$ cat config.mk
export PLATFORM = sky130hd
export DESIGN_NAME = vec_irq_ctrl
export DESIGN_NICKNAME = d
export VERILOG_FILES = /design/src/rtl/vic_pkg.sv /design/src/rtl/vic_pend.sv /design/src/rtl/vic_arb.sv /design/src/rtl/vic_reti.sv /design/src/rtl/vec_irq_ctrl.sv
export SDC_FILE = /design/constraint.sdc
export NUM_CORES = 1
export LEC_CHECK = 0
export BUFFER_PORTS_ARGS = -buffer_cell sky130_fd_sc_hd__clkbuf_2
export CAP_MARGIN = 25
export CORE_MARGIN = 8
export CORE_UTILIZATION = 40
export DETAILED_ROUTE_END_ITERATION = 10
export PLACE_DENSITY_LB_ADDON = 0.2
export SYNTH_ARGS = -nofsm -noshare
export SYNTH_HDL_FRONTEND = slang
export SYNTH_SLANG_ARGS = --single-unit
$ cat constraint.sdc
create_clock -name clk_i -period 5.9 [get_ports clk_i]
set_clock_uncertainty 0.2 [all_clocks]
set_input_delay 0.885 -clock clk_i [delete_from_list [all_inputs] [get_ports clk_i]]
set_output_delay 0.885 -clock clk_i [all_outputs]
set_load 0.05 [all_outputs]
$ cat src/rtl/vic_pkg.sv
package vic_pkg;
  localparam int unsigned N_SRC_DEF = 8;
  localparam int unsigned VEC_W_DEF = 8;

  typedef enum logic [2:0] {
    SRC_LINE    = 3'd0,
    SRC_UA_RX   = 3'd1,
    SRC_UA_TX   = 3'd2,
    SRC_TMR0    = 3'd3,
    SRC_TMR1    = 3'd4,
    SRC_UB_RX   = 3'd5,
    SRC_UB_TX   = 3'd6,
    SRC_FRAME   = 3'd7
  } src_e;

  localparam logic [7:0] OP_PREFIX = 8'hED;
  localparam logic [7:0] OP_RETI   = 8'h4D;
endpackage

$ cat src/rtl/vic_pend.sv
module vic_pend #(
  parameter int unsigned N_SRC = vic_pkg::N_SRC_DEF
) (
  input  logic             clk_i,
  input  logic             rst_ni,
  input  logic             hw_mode_i,
  input  logic [N_SRC-1:0] req_i,
  input  logic [N_SRC-1:0] trig_i,
  input  logic [N_SRC-1:0] clr_i,
  input  logic [N_SRC-1:0] ack_i,
  output logic [N_SRC-1:0] pend_o
);
  logic [N_SRC-1:0] req_q;

  always_ff @(posedge clk_i or negedge rst_ni)
    if (!rst_ni) req_q <= '0;
    else         req_q <= req_i;

  for (genvar g = 0; g < N_SRC; g++) begin : g_bit
    logic set_b;
    assign set_b = hw_mode_i && ((req_i[g] && !req_q[g]) || trig_i[g]);
    always_ff @(posedge clk_i or negedge rst_ni)
      if (!rst_ni)                  pend_o[g] <= 1'b0;
      else if (set_b)               pend_o[g] <= 1'b1;
      else if (clr_i[g] || ack_i[g]) pend_o[g] <= 1'b0;
  end
endmodule

$ cat src/rtl/vic_arb.sv
module vic_arb #(
  parameter int unsigned N_SRC = vic_pkg::N_SRC_DEF,
  localparam int unsigned IDX_W = $clog2(N_SRC)
) (
  input  logic [N_SRC-1:0] pend_i,
  input  logic [N_SRC-1:0] en_i,
  input  logic [N_SRC-1:0] insvc_i,
  output logic             hit_o,
  output logic [IDX_W-1:0] idx_o
);
  logic [N_SRC-1:0] allow, cand;

  // bits strictly above the top in-service rank; all ones when idle
  assign allow = (insvc_i & (~insvc_i + N_SRC'(1))) - N_SRC'(1);
  assign cand  = pend_i & en_i & allow;
  assign hit_o = |cand;

  always_comb begin
    idx_o = '0;
    for (int i = N_SRC - 1; i >= 0; i--)
      if (cand[i]) idx_o = IDX_W'(i);
  end
endmodule

$ cat src/rtl/vic_reti.sv
module vic_reti (
  input  logic       clk_i,
  input  logic       rst_ni,
  input  logic       m1_i,
  input  logic [7:0] data_i,
  output logic       pop_o
);
  logic pfx_q;

  always_ff @(posedge clk_i or negedge rst_ni)
    if (!rst_ni)   pfx_q <= 1'b0;
    else if (m1_i) pfx_q <= (data_i == vic_pkg::OP_PREFIX);

  assign pop_o = m1_i && pfx_q && (data_i == vic_pkg::OP_RETI);
endmodule

$ cat src/rtl/vec_irq_ctrl.sv
module vec_irq_ctrl #(
  parameter int unsigned N_SRC = vic_pkg::N_SRC_DEF,
  parameter int unsigned VEC_W = vic_pkg::VEC_W_DEF,
  parameter logic [VEC_W-1:0] VEC_BASE = VEC_W'(8'h20)
) (
  input  logic             clk_i,
  input  logic             rst_ni,
  input  logic             hw_mode_i,
  input  logic [N_SRC-1:0] src_req_i,
  input  logic [N_SRC-1:0] src_en_i,
  input  logic [N_SRC-1:0] sw_trig_i,
  input  logic [N_SRC-1:0] clr_i,
  input  logic             iack_i,
  input  logic             m1_i,
  input  logic [7:0]       data_i,
  output logic [N_SRC-1:0] pend_o,
  output logic [N_SRC-1:0] insvc_o,
  output logic             int_no_o,
  output logic [VEC_W-1:0] vec_o
);
  localparam int unsigned IDX_W = $clog2(N_SRC);

  logic             hit, pop, take;
  logic [IDX_W-1:0] idx;
  logic [N_SRC-1:0] ack_oh, insvc_q, insvc_d;

  vic_pend #(.N_SRC(N_SRC)) u_pend (
    .clk_i, .rst_ni, .hw_mode_i,
    .req_i(src_req_i), .trig_i(sw_trig_i), .clr_i(clr_i),
    .ack_i(ack_oh), .pend_o(pend_o)
  );

  vic_arb #(.N_SRC(N_SRC)) u_arb (
    .pend_i(pend_o), .en_i(src_en_i), .insvc_i(insvc_q),
    .hit_o(hit), .idx_o(idx)
  );

  vic_reti u_reti (.clk_i, .rst_ni, .m1_i, .data_i, .pop_o(pop));

  assign take   = hw_mode_i && hit && iack_i;
  assign ack_oh = take ? (N_SRC'(1) << idx) : '0;

  always_comb begin
    insvc_d = pop ? (insvc_q & (insvc_q - N_SRC'(1))) : insvc_q;
    insvc_d = insvc_d | ack_oh;
  end

  always_ff @(posedge clk_i or negedge rst_ni)
    if (!rst_ni) insvc_q <= '0;
    else         insvc_q <= insvc_d;

  assign insvc_o  = insvc_q;
  assign int_no_o = hw_mode_i ? !hit : !(|(src_req_i & src_en_i));

  always_comb begin
    vec_o = '1;
    if (hw_mode_i && hit)
      vec_o = (VEC_BASE + VEC_W'({idx, 1'b0})) & ~VEC_W'(1);
  end
endmodule

==> results of run 1 <==
## Yosys cell counts (all sizes together) (3+ instances only)
cell | count | area (µm²)
a22oi | 4 | 30.0
and2 | 3 | 20.0
buf | 6 | 40.0
dfrtp | 25 | 626
inv | 4 | 15.0
nand2 | 12 | 52.6
nand2b | 7 | 43.8
nor2 | 6 | 22.5
nor2b | 8 | 50.1
o21ai | 26 | 134
o31ai | 3 | 27.5
or3 | 3 | 23.8
or4 | 3 | 26.3
## cells by family after synthesis
logic type,after synthesis,share of synthesized area [%]
and+or+nand+nor,56,25.9
DFF,25,44.5
other,1,0.267
AOI/OAI and AO/OA,48,25.1
buffers and inverters,11,4.18
## metrics by stage
stage	std cells	worst slack [ns]	hold WS (ns)
finish	252	2.17	0.312
global route	252	1.97	0.343
CTS	252	2.16	0.316
detailed placement	248	2.18	0.282
global placement	248	2.25	0.267
floorplan	141	1.89	0.257
## worst paths after layout
kind,startpoint,to,slack (ns),cells after the start
worst max-delay path,src_en_i[7],vec_o[2],2.17,7
worst min-delay path,u_reti.pfx_q,u_reti.pfx_q,0.31,1
worst max register to register,insvc_o[0],u_pend.pend_o[2],3.44,5
worst min register to register,u_reti.pfx_q,u_reti.pfx_q,0.31,1
max in group asynchronous,rst_ni,u_pend.req_q[1],4.76,1
min in group asynchronous,rst_ni,insvc_o[4],0.34,1
## power by group through the flow
stage          clock network (µW)  registers (µW)  logic [µW]
2_1_floorplan                   0             340         125
3_3_place_gp                    0             246         296
4_1_cts                      84.9             245         301
3_5_place_dp                    0             248         299
5_1_grt                      92.7             251         318
6_report                     81.2             245         297
## layout by cell type, fill, tap and decap left out, types with 2 or more instances in the layout
cell type | Yosys | layout
or4_1 | 2 | 2
or3b_1 | 2 | 2
a22oi_1 | 4 | 4
clkbuf_2 | 0 | 68
nor3_1 | 2 | 2
nor2b_1 | 8 | 8
and2_1 | 2 | 2
o31ai_1 | 2 | 2
a21o_1 | 2 | 2
nand3_1 | 2 | 2
o311ai_1 | 2 | 2
dfrtp_1 | 25 | 25
clkbuf_4 | 0 | 3
or3_1 | 2 | 2
o21ai_1 | 6 | 6
o21ai_0 | 19 | 19
nand2_1 | 11 | 11
inv_1 | 4 | 4
nor2_1 | 6 | 6
nand2b_1 | 7 | 7
## per-layer routing
| layer | part of all wire, % | routed length, µm | GRT usage (%) |
|---|---|---|---|
| met5 | 0 | 0 | 0 |
| met2 | 50 | 1990 | 25.0 |
| met4 | 0.70 | 28 | 4.48 |
| met1 | 42 | 1660 | 17.4 |
| met3 | 7.8 | 311 | 3.46 |
## flip-flops by register name, summed over array words and instances (netlist names)
| register | flops |
|---|---|
| u_reti.pfx_q | 1 |
| insvc_o | 8 |
| u_pend.pend_o | 8 |
| u_pend.req_q | 8 |
## layout make-up
class / instances / area, µm² / area share (%)
inverter: 4 / 15.0 / 0.839
multi-input combinational: 105 / 721 / 40.3
sequential: 25 / 626 / 35.0
tap: 46 / 57.6 / 3.22
timing repair buffer: 68 / 340 / 19.0
clock inverter: 1 / 7.51 / 0.420
clock buffer: 3 / 22.5 / 1.26
## worst max-delay path, cell delays in order
cell	delay (ns)
clkbuf_2	0.09
or4bb_1	0.51
o21ai_0	0.17
o211ai_1	0.19
a21boi_0	0.39
o21ai_0	0.15
clkbuf_2	0.26
==> flow_summary_export.csv, run 1 <==
group,metric,value,unit
placement,numPortBuffers,68,
worst_setup_path,worst-setup-path-type,"in -> out",
layout,nFillCells,353,
power,p_sw,318,µW
floorplan,placementRows,21,
placement,place.gp.congestion,0.897,
worst_setup_path,path_max_fanout,4,
floorplan,dieArea,5670,µm²
clock_network,htreeDepth,1,
sta,timing.final.max_slew_violations,0,
layout,layout-drive-gt1-share,40.8,%
yosys,synth-edff-count,0,
clock_network,post_cts_resized,0,
sta,hold_viol_final,0,
layout,stdcell_area,1790,µm²
global_route,grtUsageTotal,14.6,%
clock_network,cts-hold-fix-buffers,0,
sta,finalCriticalPeriod,3.73,ns
yosys,synth_ff_type,"dfrtp_1",
drt,dr.pass1.iters,4,
clock_network,cts_buffers,3,
run,drv_cap,0,
placement,dpl_cell_area,1760,µm²
drt,first_iter_violations,60,
sta,post-route-period-util,63.3,%
drt,wl_per_cell,15.8,µm
drt,vias,1328,
clock_network,path_clk_slew,0.15,ns
worst_setup_path,worstPathArrival,2.65,ns
clock_network,post_cts.repair.setup_buffers,0,
placement,place_hpwl,3310,µm
yosys,ys_seq_area_share,44.5,%
clock_network,clockRootBuffer,"clkbuf_4",
power,power_frac_clock,13.0,%
sta,fin_tns_setup,0,ns
yosys,netlist_area,1410,µm²
worst_hold_path,hold_class,"reg -> reg",
yosys,syn-num-nets,186,
global_route,grt_max_degree,26,
power,peakVddDrop,0.206,mV
floorplan,initial_core_util,41.8,%
yosys,synth.distinct_cells,47,
global_route,antenna_found_initial,0,
power,finalPower,624,µW
drt,via_per_inst,5.27,
worst_setup_path,startpoint_type,"primary input",
drt,drc_errors,0,
power,p_leak,0.000836,µW
sta,slew_headroom,58.5,%
yosys,async_flop_share,100,%
floorplan,ios,70,
layout,antenna-diode-count,0,
clock_network,ctsLongestPathBuffers,2,
clock_network,numClockSinks,25,
yosys,yosys_warnings,0,
sta,worst_pin_slew,0.622,ns
power,sw_frac_of_total,51.0,%
sta,setup_violations,0,
global_route,grt-ovfl-total,0,
floorplan,core_area,3360,µm²
floorplan,die_w,75.3,µm
yosys,synth.avg_cell_area,9.97,µm²
outcome,status,"completed",
drt,wl,3990,µm
drt,antenna_left,0,
yosys,synthCells,141,
global_route,grt_pass1_wl,6440,µm
power,powerDensity,349,nW/µm²
sta,fmaxAchievable,268,MHz
yosys,synth_seq_cells,25,
sta,grt_setup_unrepaired,"false",
global_route,grt_pass1_vias,1458,
layout,syn_to_final_growth,27.3,%
power,internal-power,306,µW
power,sequentialPowerShare,39.3,%
worst_setup_path,required,4.82,ns
layout,layout.nets,252,
layout,fin_util,53.2,%
power,p_comb_share,47.7,%
worst_setup_path,endpoint_kind,"output port",
clock_network,worst_skew_pair.late_latency,0.33,ns
clock_network,cts_tree,"yes",
floorplan,dieHeight,75.3,µm
Note: power is estimated with default switching activity, not from simulation.
==> run 2: changes to the inputs <==
clock period = 3.7 ns   (was 5.9 ns; I/O delays follow)
==> run 2 against run 1 <==
Net effect: sequential power is 59% higher; global-route usage rose by 0.52 points; die area stayed put; count of clock-buffer cells in the layout grew 1; non-clock buffer count stayed put; flip-flop and latch count unchanged; total power is 59% higher; critical endpoint unchanged.
==> flow_summary_export.csv, run 2 (same netlist as run 1, synthesis figures left out) <==
group,metric,value,unit
clock_network,clockRootBuffer,"clkbuf_4",
worst_setup_path,required,2.94,ns
global_route,grt_pass1_wl,6580,µm
drt,route.met3.wl,288,µm
placement,numPortBuffers,68,
worst_setup_path,worst-setup-path-type,"reg -> out",
worst_setup_path,worstPathArrival,2.71,ns
sta,fmaxAchievable,289,MHz
global_route,grtUsageTotal,15.1,%
clock_network,ctsLongestPathBuffers,2,
layout,layout.nets,252,
floorplan,die_w,75.3,µm
drt,first_iter_violations,69,
power,finalPower,992,µW
power,p_comb_share,47.9,%
layout,final_common_cell,"clkbuf_2",
drt,drc_errors,0,
clock_network,post_cts_resized,0,
drt,routed.top_layer,"met4",
clock_network,cts_buffers,3,
clock_network,path_clk_slew,0.14,ns
floorplan,placementRows,21,
drt,wl_per_cell,16.5,µm
clock_network,numClockSinks,25,
power,internal-power,488,µW
layout,antenna-diode-count,0,
clock_network,worst_skew_pair.late_latency,0.32,ns
power,p_sw,504,µW
sta,finalCriticalPeriod,3.46,ns
power,peakVddDrop,0.350,mV
global_route,antenna_found_initial,0,
global_route,grt_max_degree,26,
floorplan,dieArea,5670,µm²
global_route,grt-ovfl-total,0,
worst_setup_path,startpoint_type,"flop",
floorplan,core_area,3360,µm²
clock_network,cts_tree,"yes",
sta,slew_headroom,57.4,%
floorplan,dieHeight,75.3,µm
placement,pre_cts_slack,0.624,ns
placement,place_hpwl,3410,µm
global_route,grt_pass1_vias,1442,
power,power_frac_clock,12.7,%
power,p_leak,0.000837,µW
sta,setup_slack,0.239,ns
sta,setup_violations,0,
sta,fin_tns_setup,0,ns
worst_hold_path,hold_class,"in -> async",
drt,vias,1355,
worst_setup_path,endpoint_kind,"output port",
run,drv_cap,0,
sta,hold_viol_final,0,
clock_network,cts-hold-fix-buffers,0,
sta,worst_pin_slew,0.640,ns
outcome,status,"completed",
layout,final_cell_mix,"clkbuf_2, dfrtp_1, o21ai_0",
clock_network,post_cts.repair.setup_buffers,0,
power,sequentialPowerShare,39.3,%
layout,layout-drive-gt1-share,40.3,%
sta,grt_setup_unrepaired,"false",
floorplan,ios,70,
drt,via_per_inst,5.38,
worst_setup_path,r2r_slack,1.23,ns
power,sw_frac_of_total,50.8,%
drt,wl,4170,µm
drt,routed-wl-met2,2080,µm
placement,place.gp.congestion,0.896,
power,powerDensity,556,nW/µm²
clock_network,htreeDepth,1,
drt,antenna_left,0,
worst_setup_path,path_max_fanout,9,
layout,syn_to_final_growth,27.1,%
sta,post-route-period-util,93.5,%
floorplan,initial_core_util,41.8,%
layout,fin_util,53.1,%
drt,dr.pass1.iters,4,
sta,timing.final.max_slew_violations,0,
drt,wl_met1,1760,µm
-- run 2: cell types whose count changed in the layout (fill, tap and decap cells not counted), sizes merged --
cell,before,now
clkbuf,71,72
clkinvlp,1,0
-- run 2: per-stage QoR --
step	cell area, µm²	cells	hold slack, ns
global placement	1760	248	0.268
global route	1790	252	0.0572
floorplan	1410	141	0.0594
CTS	1790	252	0.0475
finish	1790	252	0.0200
detailed placement	1760	248	0.276
-- run 2: cell type report --
type / count / area (µm²)
clock buffers: 4 / 26.3
flip-flops and latches: 25 / 626
well taps: 46 / 57.6
repair buffers: 68 / 340
inverters: 4 / 15.0
fillers: 347 / 1580
multi-input cells: 105 / 721
-- run 2: worst paths after layout --
path	to	start	depth (start not counted)
min in group clk_i	u_pend.req_q[7]	src_req_i[7]	1
worst min-delay path	u_pend.req_q[7]	rst_ni	1
worst min register to register	u_reti.pfx_q	u_reti.pfx_q	1
worst max-delay path	vec_o[2]	insvc_o[0]	6
max in group asynchronous	u_pend.req_q[0]	rst_ni	1
worst max register to register	u_pend.pend_o[2]	insvc_o[0]	5
-- run 2: critical path: stages, from the launching register on --
cell and delay (ns):
dfrtp_1 0.48, or4_1 0.72, nor2_1 0.15, o211ai_1 0.14, a21boi_0 0.41, o21ai_0 0.20
clkbuf_2 0.28
-- run 2: power groups by stage --
stage          Sequential, µW  Clock [µW]  Combinational (µW)
3_5_place_dp              395           0                 477
4_1_cts                   391         129                 478
5_1_grt                   401         138                 507
2_1_floorplan             542           0                 200
6_report                  390         126                 476
3_3_place_gp              390           0                 473
-- run 2: layer usage --
layer  track usage [%]  vias up
met3              2.80        5
met2              25.9       54
met5                 0        -
li1                  -      643
met4              4.48        0
met1              18.5      653
